## src/rtl/pser_pkg.sv

```systemverilog
package pser_pkg;

    typedef enum logic [0:0] {
        ST_FILL   = 1'b0,
        ST_STREAM = 1'b1
    } pser_state_t;

endpackage

```

## src/rtl/pser_divider.sv

```systemverilog
module pser_divider #(
    parameter int WORD_W = 16,
    parameter int PHASES = 4,
    localparam int CW    = $clog2(WORD_W),
    localparam int PW    = $clog2(PHASES),
    localparam int STEP  = WORD_W / PHASES,
    localparam int HALF  = WORD_W / 2
) (
    input  logic          clk,
    input  logic          rst,
    input  logic [PW-1:0] phase_sel,
    output logic          load,
    output logic          wclk
);

    logic [CW-1:0] cnt_q;
    logic [CW-1:0] cnt_nxt;
    logic [CW-1:0] offs;
    logic          wclk_q;

    // Level of the word clock for a given slot position and offset.
    function automatic logic slot_level(input logic [CW-1:0] pos,
                                        input logic [CW-1:0] off);
        logic [CW-1:0] rel;
        rel = pos - off;
        return rel < CW'(HALF);
    endfunction

    assign cnt_nxt = cnt_q + CW'(1);
    assign load    = (cnt_q == CW'(WORD_W - 1));
    assign offs    = CW'(phase_sel) * CW'(STEP);

    always_ff @(posedge clk) begin
        if (rst) begin
            cnt_q  <= '0;
            wclk_q <= slot_level('0, offs);
        end else begin
            cnt_q  <= cnt_nxt;
            wclk_q <= slot_level(cnt_nxt, offs);
        end
    end

    assign wclk = wclk_q;

endmodule

```

## src/rtl/pser_capture.sv

```systemverilog
module pser_capture #(
    parameter int WORD_W = 16
) (
    input  logic              clk,
    input  logic              rst,
    input  logic              load,
    input  logic [WORD_W-1:0] word_in,
    input  logic              parity_in,
    output logic              valid
);

    logic [WORD_W:0] acc;
    logic            match;
    logic            valid_q;

    assign acc[0] = 1'b0;

    // Running XOR chain across the word.
    for (genvar g = 0; g < WORD_W; g++) begin : g_par
        assign acc[g+1] = acc[g] ^ word_in[g];
    end

    assign match = (acc[WORD_W] == parity_in);

    always_ff @(posedge clk) begin
        if (rst) begin
            valid_q <= 1'b0;
        end else if (load) begin
            valid_q <= match;
        end
    end

    assign valid = valid_q;

endmodule

```

## src/rtl/pser_shifter.sv

```systemverilog
module pser_shifter #(
    parameter int WORD_W = 16
) (
    input  logic              clk,
    input  logic              rst,
    input  logic              load,
    input  logic              shift_en,
    input  logic [WORD_W-1:0] word_in,
    output logic              msb
);

    logic [WORD_W-1:0] sh_q;

    always_ff @(posedge clk) begin
        if (rst) begin
            sh_q <= '0;
        end else if (load) begin
            sh_q <= word_in;
        end else if (shift_en) begin
            sh_q <= {sh_q[WORD_W-2:0], 1'b0};
        end
    end

    assign msb = sh_q[WORD_W-1];

endmodule

```

## src/rtl/pser_outstage.sv

```systemverilog
module pser_outstage (
    input  logic clk,
    input  logic raw_bit,
    input  logic inv_n,
    input  logic lpbk_en_n,
    input  logic sclk_en,
    output logic ser_out,
    output logic lpbk_out,
    output logic sclk_out
);

    always_comb begin
        ser_out  = inv_n ? raw_bit : ~raw_bit;
        lpbk_out = lpbk_en_n ? 1'b0 : raw_bit;
        sclk_out = sclk_en & clk;
    end

endmodule

```

## src/rtl/pser_tx.sv

```systemverilog
module pser_tx #(
    parameter int WORD_W = 16,
    parameter int PHASES = 4,
    localparam int PW    = $clog2(PHASES)
) (
    input  logic              clk_ser,
    input  logic              rst,
    input  logic [WORD_W-1:0] word_in,
    input  logic              parity_in,
    input  logic              inv_n,
    input  logic              lpbk_en_n,
    input  logic              sclk_en,
    input  logic [PW-1:0]     phase_sel,
    output logic              ser_out,
    output logic              lpbk_out,
    output logic              sclk_out,
    output logic              wclk_out,
    output logic              valid_out
);

    import pser_pkg::*;

    pser_state_t state_q;
    pser_state_t state_nxt;
    logic        load;
    logic        shift_en;
    logic        raw_bit;

    // State register.
    always_ff @(posedge clk_ser) begin
        if (rst) begin
            state_q <= ST_FILL;
        end else begin
            state_q <= state_nxt;
        end
    end

    // Next-state decode.
    always_comb begin
        state_nxt = state_q;
        unique case (state_q)
            ST_FILL:   state_nxt = load ? ST_STREAM : ST_FILL;
            ST_STREAM: state_nxt = ST_STREAM;
            default:   state_nxt = ST_FILL;
        endcase
    end

    // Per-state controls.
    always_comb begin
        shift_en = 1'b0;
        unique case (state_q)
            ST_FILL:   shift_en = 1'b0;
            ST_STREAM: shift_en = ~load;
            default:   shift_en = 1'b0;
        endcase
    end

    pser_divider #(
        .WORD_W (WORD_W),
        .PHASES (PHASES)
    ) u_div (
        .clk       (clk_ser),
        .rst       (rst),
        .phase_sel (phase_sel),
        .load      (load),
        .wclk      (wclk_out)
    );

    pser_capture #(
        .WORD_W (WORD_W)
    ) u_cap (
        .clk       (clk_ser),
        .rst       (rst),
        .load      (load),
        .word_in   (word_in),
        .parity_in (parity_in),
        .valid     (valid_out)
    );

    pser_shifter #(
        .WORD_W (WORD_W)
    ) u_shf (
        .clk      (clk_ser),
        .rst      (rst),
        .load     (load),
        .shift_en (shift_en),
        .word_in  (word_in),
        .msb      (raw_bit)
    );

    pser_outstage u_out (
        .clk       (clk_ser),
        .raw_bit   (raw_bit),
        .inv_n     (inv_n),
        .lpbk_en_n (lpbk_en_n),
        .sclk_en   (sclk_en),
        .ser_out   (ser_out),
        .lpbk_out  (lpbk_out),
        .sclk_out  (sclk_out)
    );

endmodule

```

## config.mk

```make
export PLATFORM = sky130hd
export DESIGN_NAME = pser_tx
export DESIGN_NICKNAME = d
export VERILOG_FILES = /design/src/rtl/pser_pkg.sv /design/src/rtl/pser_divider.sv /design/src/rtl/pser_capture.sv /design/src/rtl/pser_shifter.sv /design/src/rtl/pser_outstage.sv /design/src/rtl/pser_tx.sv
export SDC_FILE = /design/constraint.sdc
export NUM_CORES = 1
export LEC_CHECK = 0
export ABC_AREA = 1
export BUFFER_PORTS_ARGS = -buffer_cell sky130_fd_sc_hd__buf_2
export CAP_MARGIN = 0
export CORE_UTILIZATION = 55
export DETAILED_ROUTE_END_ITERATION = 8
export GPL_TIMING_DRIVEN = 1
export PLACE_DENSITY = 0.77
export SYNTH_ARGS = -nofsm -noshare
export SYNTH_HDL_FRONTEND = slang
export SYNTH_SLANG_ARGS = --single-unit
export TNS_END_PERCENT = 30
```

## constraint.sdc

```tcl
create_clock -name clk_ser -period 4.1 [get_ports clk_ser]
set_input_delay 0.205 -clock clk_ser [delete_from_list [all_inputs] [get_ports clk_ser]]
set_output_delay 0.205 -clock clk_ser [all_outputs]
set_load 0.01 [all_outputs]
```

==> flow_metrics.py, run 1 <==
metrics = {
    "sta": {
        "whs_ps": 61.54,
        "drv_slew": 0,
        "slew_headroom_pct": 64.24,
        "tns_ps": 0,
        "hold_viol": 0,
        "rsz0062_at_grt": "no",
        "tightest_slew_ps": 535.6,
        "skew_ps": 7.668,
        "setup_viol": 0,
    },
    "global_route": {
        "grt_first_pass_wirelength_um": 4781,
        "antenna_found_initial": 0,
        "overflow": 0,
        "grt_pass1_vias": 1258,
        "grt_start_max_net_pins": 22,
        "grtUsageTotal_pct": 23.20,
    },
    "power_and_ir_drop": {
        "power_frac_clock_pct": 34.6,
        "p_total_uw": 458.2,
        "power.leakage_uw": 0.0007209,
        "powerDensity_nw_per_um2": 293.0,
        "p_sw_share_pct": 27.89,
        "seq_power_share_pct": 50.1,
        "switchingPower_uw": 127.8,
        "ir_drop_v": 0.0002573,
        "intPower_uw": 330.4,
        "power_frac_comb_pct": 15.3,
    },
    "synthesis": {
        "syn_area_um2": 1409,
        "synth_area_leaders": "dfxtp_1, nand2_1, a31oi_2",
        "synth_fp_nets": 231,
        "synthCells": 206,
        "ys_ff_latch": 23,
        "synth_top_area_share_pct": 32.68,
        "ys_types": 24,
        "ys_warn_count": 0,
        "post_synth.cell_area_avg_um2": 6.839,
        "ys_seq_area_share_pct": 32.68,
        "synth_top_cell_by_area": "dfxtp_1",
    },
    "die": {
        "dieArea_um2": 2768,
        "coreArea_um2": 2318,
        "io_pins": 29,
        "row_count": 17,
        "initial_core_util_pct": 60.77,
        "dieHeight_um": 52.61,
        "dieWidth_um": 52.61,
    },
    "detailed_routing": {
        "vias": 1314,
        "vias_per_cell": 5.073,
        "drt_wl_total_um": 2691,
        "detail_route.wl_per_cell_um": 10.39,
        "first_pass_iters": 4,
        "drc": 0,
        "postRouteAntennaNets": 0,
        "drtIter0Drc": 47,
    },
    "worst_setup_path": {
        "crit_type": "clk2out",
        "critPathBufInv": 4,
        "crit_path_frequent_cell": "clkbuf_4",
        "end_kind": "primary output",
        "arrival_ps": 2470,
        "worst_path_max_delay_cell": "clkbuf_4",
        "cp_cell_sequence": "clkbuf_4 > clkbuf_4 > nand2_1 > inv_1 > buf_2",
        "cp-start-kind": "clock port",
        "crit_fanout": 2,
        "cpPeakStageDelay_ps": 120,
        "cp_top_family": "buffers and inverters",
        "cp.required_ps": 3890,
    },
    "placed_design": {
        "placed_area_um2": 1514,
        "dp_hpwl_um": 2081,
        "port_buffers": 28,
        "gp_congestion": 0.7375,
    },
    "flow_run": {
        "maxCapViolations": 0,
    },
    "final_layout": {
        "drive_gt1_share_pct": 24.68,
        "design_area_um2": 1564,
        "area_delta_synth_final_pct": 11.01,
        "nets": 257,
        "n_antenna_cell": 0,
    },
    "run_status": {
        "status": "complete, no violations",
    },
    "cts": {
        "clkTransAtPathRegs_ps": 130,
        "postCtsHoldBufs": 0,
        "cts_setup_buffers": 0,
        "cts_resized": 0,
        "insertion_delay_ps": 420,
        "cts_tree": "done",
    },
    "worst_hold_path": {
        "hold_class": "in2reg",
    },
}
[cell usage after synthesis (all sizes together)]
cell type,instances
a21oi,3
a31oi,14
buf,7
clkbuf,3
dfxtp,23
ha,1
inv,27
nand2,78
nand3,20
nand3b,1
nor2,12
o21ai,3
o221ai,1
or2,1
xnor2,6
xor2,6
[registers in the layout (all words and copies together) (netlist names)]
signal / cells
u_shf.sh_q: 16
u_div.cnt_q: 4
state_q: 1
u_cap.valid: 1
u_div.wclk: 1
[per-layer routing]
metal,up-vias,track usage (%),share of wire (%)
li1,692,-,-
met1,580,25.39,42
met2,33,41.77,51
met3,9,4.638,4.3
met4,0,11.40,2.3
met5,-,0,0
[tightest hold or removal path, delay by kind of cell]
family / cells / cell delay [ps]
AO/OA/AOI/OAI: 1 / 50
buffers and inverters: 1 / 120
AND/OR/NAND/NOR: 1 / 80
[cell type report]
| type | instances | area (µm²) |
|---|---|---|
| Fill cell | 228 | 754.5 |
| Sequential cell | 23 | 460.4 |
| Clock buffer | 7 | 50.05 |
| Tap cell | 28 | 35.03 |
| Inverter | 26 | 97.59 |
| Clock inverter | 2 | 8.758 |
| Multi-Input combinational cell | 146 | 777.0 |
| Timing Repair Buffer | 27 | 135.1 |
[through the flow]
step / util [%] / cells / setup slack [ps]
final: 67.46 / 259 / 1422
after global routing: 67.46 / 259 / 1407
after CTS: 67.46 / 259 / 1412
after detailed placement: 65.30 / 252 / 1662
after global placement: 65.30 / 252 / 1662
after floorplan: - / 206 / 1754
[cell usage in the layout, fill, tap and decap left out]
master,instances
nand3_1,19
clkinv_2,1
xor2_1,6
nand2_1,69
a21oi_2,1
ha_1,1
o21ai_0,3
xnor2_1,6
a31oi_2,8
inv_2,3
nor2_1,12
inv_1,24
or2_1,1
buf_2,28
nand2_2,9
clkbuf_4,6
o221ai_1,1
dfxtp_1,23
a31oi_1,6
nand3b_1,1
nand3_2,1
a21oi_1,2
[cells by family (layout without fill, tap and decap cells)]
| family | after synthesis | in the layout | synth area share (%) |
|---|---|---|---|
| AOI/OAI and AO/OA | 21 | 21 | 12.79 |
| and+or+nand+nor | 112 | 112 | 34.01 |
| buffers and inverters | 37 | 62 | 12.17 |
| xor gates and xnor gates | 12 | 12 | 7.460 |
| DFF | 23 | 23 | 32.68 |
| adders and majority gates | 1 | 1 | 0.8880 |
[power groups by stage]
stage / registers (µW) / clock network [µW] / logic [µW]
floorplan: 235 / 7.13 / 45.4
global placement: 234 / 11.4 / 67.0
detailed placement: 235 / 11.4 / 70.8
CTS: 230 / 160 / 71.1
global route: 230 / 171 / 81.0
finish: 230 / 158 / 70.2
[worst paths after layout]
kind | from | end | slack, ps | depth (start not counted)
setup reg to reg | u_div.cnt_q[0] | u_shf.sh_q[11] | 2240 | 7
hold / removal | word_in[0] | u_shf.sh_q[0] | 60 | 3
hold reg to reg | u_div.cnt_q[0] | u_div.cnt_q[0] | 460 | 1
setup / recovery | clk_ser | sclk_out | 1420 | 5
No activity file was read; power rests on OpenSTA's default activity.
==> run 2: changes to the inputs <==
--- a/config.mk
+++ b/config.mk
@@ -8,10 +8,10 @@
 export ABC_AREA = 1
 export BUFFER_PORTS_ARGS = -buffer_cell sky130_fd_sc_hd__buf_2
 export CAP_MARGIN = 0
-export CORE_UTILIZATION = 55
+export CORE_UTILIZATION = 54
 export DETAILED_ROUTE_END_ITERATION = 8
 export GPL_TIMING_DRIVEN = 1
-export PLACE_DENSITY = 0.77
+export PLACE_DENSITY = 0.76
 export SYNTH_ARGS = -nofsm -noshare
 export SYNTH_HDL_FRONTEND = slang
 export SYNTH_SLANG_ARGS = --single-unit
==> constraint.sdc (replaced) <==
create_clock -name clk_ser -period 2.81 [get_ports clk_ser]
set_input_delay 0.1405 -clock clk_ser [delete_from_list [all_inputs] [get_ports clk_ser]]
set_output_delay 0.1405 -clock clk_ser [all_outputs]
set_load 0.01 [all_outputs]
==> flow_metrics.py, run 2 (synthesis gave the netlist of run 1 again) <==
metrics = {
    "run_status": {
        "status": "complete, no violations",
    },
    "global_route": {
        "grt_first_pass_wirelength_um": 4319,
        "overflow": 0,
        "grtUsageTotal_pct": 20.96,
        "grt_start_max_net_pins": 22,
        "antenna_found_initial": 0,
        "grt_pass1_vias": 1112,
    },
    "flow_run": {
        "maxCapViolations": 0,
    },
    "cts": {
        "cts_tree": "done",
        "cts_resized": 0,
        "insertion_delay_ps": 410,
        "clkTransAtPathRegs_ps": 130,
    },
    "sta": {
        "whs_ps": 17.13,
        "tightest_slew_ps": 564.4,
        "slew_headroom_pct": 62.32,
        "rsz0062_at_grt": "no",
        "skew_ps": 2.660,
        "drv_slew": 0,
        "tns_ps": 0,
        "setup_viol": 0,
        "hold_viol": 0,
    },
    "final_layout": {
        "area_delta_synth_final_pct": 11.90,
        "fillers": 245,
        "nets": 258,
        "regMostFlops": "u_shf.sh_q",
        "n_antenna_cell": 0,
        "final_util_pct": 63.64,
        "drive_gt1_share_pct": 24.57,
        "layout.cells.non_filler": 262,
        "final_cell_mix": "nand2_1, buf_2, inv_1",
        "final_common_cell": "nand2_1",
        "largest_reg_flops": 16,
        "top_regs": "u_shf.sh_q (16), u_div.cnt_q (4)",
    },
    "power_and_ir_drop": {
        "power.leakage_uw": 0.0007251,
        "ir_drop_v": 0.0002986,
        "powerDensity_nw_per_um2": 420.6,
        "p_total_uw": 663.0,
    },
    "detailed_routing": {
        "drtIter0Drc": 15,
        "vias": 1286,
        "drt_wl_total_um": 2585,
        "detail_route.wl_per_cell_um": 9.866,
        "first_pass_iters": 4,
        "drc": 0,
        "postRouteAntennaNets": 0,
        "vias_per_cell": 4.908,
    },
    "die": {
        "row_count": 18,
        "dieArea_um2": 2817,
        "coreArea_um2": 2477,
        "initial_core_util_pct": 56.87,
        "dieWidth_um": 53.08,
        "io_pins": 29,
        "dieHeight_um": 53.08,
    },
    "worst_setup_path": {
        "arrival_ps": 1840,
        "cp.required_ps": 2670,
        "r2r_start": "u_div.cnt_q[0]",
        "startpoint": "clk_ser",
        "crit_fanout": 2,
        "crit_type": "clk2out",
        "end_kind": "primary output",
        "cp-start-kind": "clock port",
    },
    "placed_design": {
        "dp_hpwl_um": 1903,
        "dp_cells": 254,
        "port_buffers": 28,
        "gp_congestion": 0.7675,
    },
    "worst_hold_path": {
        "hold_class": "in2reg",
        "worstHoldStart": "word_in[11]",
    },
}
## run 2: cell types whose count changed in the layout (fill, tap and decap cells not counted)
| cell | change |
|---|---|
| dlygate4sd3_1 | +1 |
## run 2: power breakdown
group	internal [µW]	leakage, µW	switching (µW)	total, µW
Sequential	332	0.000186	3.58	335
Clock	107	0.0000463	118	226
Combinational	43.8	0.000493	58.1	102
Total	483	0.000725	180	663
## run 2: layer usage
| layer | routed length, µm | part of all wire (%) | GRT usage (%) |
|---|---|---|---|
| met5 | 0 | 0 | 0 |
| met4 | 27 | 1.0 | 11.84 |
| met3 | 75 | 2.9 | 2.874 |
| met2 | 1241 | 48 | 35.02 |
| met1 | 1240 | 48 | 25.43 |
## run 2: what timing repair did
action / in CTS / in global routing
hold buffers: 0 / 1
buffers inserted: 0 / 0
endpoints found under the setup margin: 0 / 0
endpoints found under the hold margin: 0 / 1
## run 2: through the flow
step / setup slack (ps) / instance area (µm²)
2_1_floorplan: 1173 / 1409
3_3_place_gp: 1045 / 1516
3_5_place_dp: 959.7 / 1516
4_1_cts: 819.2 / 1567
5_1_grt: 785.5 / 1577
6_report: 834.0 / 1577
## run 2: cell type report
class                           instances  area (µm²)  share of cell area, %
Clock buffer                            7       50.05                  3.175
Sequential cell                        23       460.4                  29.21
Timing Repair Buffer                   28       145.1                  9.206
Clock inverter                          2       8.758                 0.5556
Inverter                               26       97.59                  6.190
Tap cell                               30       37.54                  2.381
Multi-Input combinational cell        146       777.0                  49.29
## run 2: final timing paths
kind / to / slack (ps) / depth (start not counted)
max reg2reg: u_shf.sh_q[10] / 930 / 7
min reg2reg: u_shf.sh_q[0] / 480 / 2
min: u_shf.sh_q[11] / 20 / 3
max: sclk_out / 830 / 5
## run 2: worst max-delay path, cell delays in order
cell and delay [ps]:
clkbuf_4 110, clkbuf_4 120, nand2_1 50, inv_1 30
buf_2 120
==> run 3: changes to the inputs <==
--- a/config.mk
+++ b/config.mk
@@ -8,10 +8,10 @@
 export ABC_AREA = 1
 export BUFFER_PORTS_ARGS = -buffer_cell sky130_fd_sc_hd__buf_2
 export CAP_MARGIN = 0
-export CORE_UTILIZATION = 54
+export CORE_UTILIZATION = 49
 export DETAILED_ROUTE_END_ITERATION = 8
 export GPL_TIMING_DRIVEN = 1
-export PLACE_DENSITY = 0.76
+export PLACE_DENSITY = 0.72
 export SYNTH_ARGS = -nofsm -noshare
 export SYNTH_HDL_FRONTEND = slang
 export SYNTH_SLANG_ARGS = --single-unit
==> constraint.sdc (replaced) <==
create_clock -name clk_ser -period 1.7 [get_ports clk_ser]
set_input_delay 0.085 -clock clk_ser [delete_from_list [all_inputs] [get_ports clk_ser]]
set_output_delay 0.085 -clock clk_ser [all_outputs]
set_load 0.01 [all_outputs]
==> flow_metrics.py, run 3 (synthesis gave the netlist of run 1 again) <==
metrics = {
    "sta": {
        "tns_ps": 0,
        "period_share_pct": 87.11,
        "tightest_slew_ps": 341.6,
        "skew_ps": 9.052,
        "rsz0062_at_grt": "no",
        "whs_ps": 9.546,
        "setup_viol": 0,
        "period_minus_slack_ps": 1481,
        "drv_slew": 0,
        "slew_headroom_pct": 77.19,
        "max_freq_mhz": 675.3,
        "hold_viol": 0,
    },
    "global_route": {
        "grt_start_max_net_pins": 20,
        "antenna_found_initial": 0,
        "grt_pass1_vias": 1330,
        "overflow": 0,
        "grt_first_pass_wirelength_um": 5202,
        "grtUsageTotal_pct": 22.00,
    },
    "worst_setup_path": {
        "crit_fanout": 16,
        "worst_path_max_delay_cell": "dfxtp_1",
        "end_kind": "register",
        "cp.required_ps": 2070,
        "cp_top_family": "simple AND/OR/NAND/NOR gates",
        "cp-start-kind": "register",
        "cpPeakStageDelay_ps": 350,
        "r2r_start": "u_div.cnt_q[0]",
        "startpoint": "u_div.cnt_q[0]",
        "crit_type": "reg2reg",
        "crit_path_frequent_cell": "inv_2",
        "cp_cell_sequence": "ha_1 > nand3_2 > inv_2 > or2_1 > inv_2 > nand2_1 > a31oi_1",
        "arrival_ps": 1850,
        "critPathBufInv": 2,
    },
    "final_layout": {
        "final_common_cell": "nand2_1",
        "drive_gt1_share_pct": 24.11,
        "nets": 279,
        "final_cell_mix": "nand2_1, buf_2, inv_1",
        "regMostFlops": "u_shf.sh_q",
        "area_delta_synth_final_pct": 26.20,
        "top_regs": "u_shf.sh_q (16), u_div.cnt_q (4)",
        "layout.cells.non_filler": 284,
        "largest_reg_flops": 16,
        "n_antenna_cell": 0,
        "fillers": 246,
    },
    "detailed_routing": {
        "drc": 0,
        "detail_route.wl_per_cell_um": 10.39,
        "drt_wl_total_um": 2950,
        "drtIter0Drc": 33,
        "vias": 1385,
        "postRouteAntennaNets": 0,
        "vias_per_cell": 4.877,
        "first_pass_iters": 4,
    },
    "die": {
        "io_pins": 29,
        "initial_core_util_pct": 51.53,
        "dieArea_um2": 3094,
        "dieHeight_um": 55.62,
        "dieWidth_um": 55.62,
        "coreArea_um2": 2734,
        "row_count": 19,
    },
    "worst_hold_path": {
        "hold_class": "in2reg",
        "worstHoldStart": "phase_sel[1]",
    },
    "cts": {
        "insertion_delay_ps": 430,
        "cts_resized": 0,
        "cts_setup_buffers": 0,
        "clkTransAtPathRegs_ps": 130,
        "postCtsHoldBufs": 18,
        "cts_tree": "done",
    },
    "power_and_ir_drop": {
        "powerDensity_nw_per_um2": 641.8,
        "ir_drop_v": 0.0006127,
        "power.leakage_uw": 0.0008160,
    },
    "placed_design": {
        "dp_cells": 259,
        "gp_congestion": 0.7347,
        "port_buffers": 28,
        "dp_hpwl_um": 2014,
    },
    "flow_run": {
        "maxCapViolations": 0,
    },
    "run_status": {
        "status": "complete, no violations",
    },
}
## run 3: cell types whose count changed in the layout (fill, tap and decap cells not counted), sizes merged
cell,change
dlygate4sd3,+17
buf,+4
## run 3: area by class of cell
class / count / area (µm²) / share of cell area, %
multi-input combinational: 146 / 777.0 / 43.70
sequential: 23 / 460.4 / 25.90
timing repair buffer: 49 / 345.3 / 19.42
inverter: 26 / 97.59 / 5.489
clock buffer: 7 / 50.05 / 2.815
tap: 31 / 38.79 / 2.182
clock inverter: 2 / 8.758 / 0.4926
## run 3: report_power, final
group | internal (µW) | switching (µW) | total (µW)
Combinational | 99.5 | 104 | 203
Clock | 178 | 206 | 384
Sequential | 549 | 5.63 | 554
## run 3: per-stage QoR
| step | area [µm²] | setup WS (ps) | util [%] | total power (µW) |
|---|---|---|---|---|
| final | 1778 | 219.2 | 65.03 | 1141 |
| after global routing | 1778 | 97.12 | 65.03 | 1207 |
| after CTS | 1778 | 203.1 | 65.03 | 1153 |
| after detailed placement | 1548 | 225.8 | 56.61 | 764.8 |
| after global placement | 1548 | 280.4 | 56.61 | 759.4 |
| after floorplan | 1409 | 338.0 | - | 693.5 |
## run 3: routing by layer
layer  GRT usage (%)  vias to the layer above  part of all wire (%)
met3           6.977                        2                   5.6
li1                -                      739                     -
met5               0                        -                     0
met2           38.55                       50                    50
met1           23.08                      594                    43
met4           12.50                        0                   1.4
## run 3: final timing paths
check	slack (ps)	to	cells past startpoint
worst max-delay path	220	u_shf.sh_q[13]	7
worst min-delay path	10	u_div.wclk	3
worst max register to register	220	u_shf.sh_q[13]	7
worst min register to register	460	u_div.cnt_q[0]	1
## run 3: tightest hold or removal path, stage by stage
cell,delay (ps)
buf_2,100
xor2_1,70
o221ai_1,150
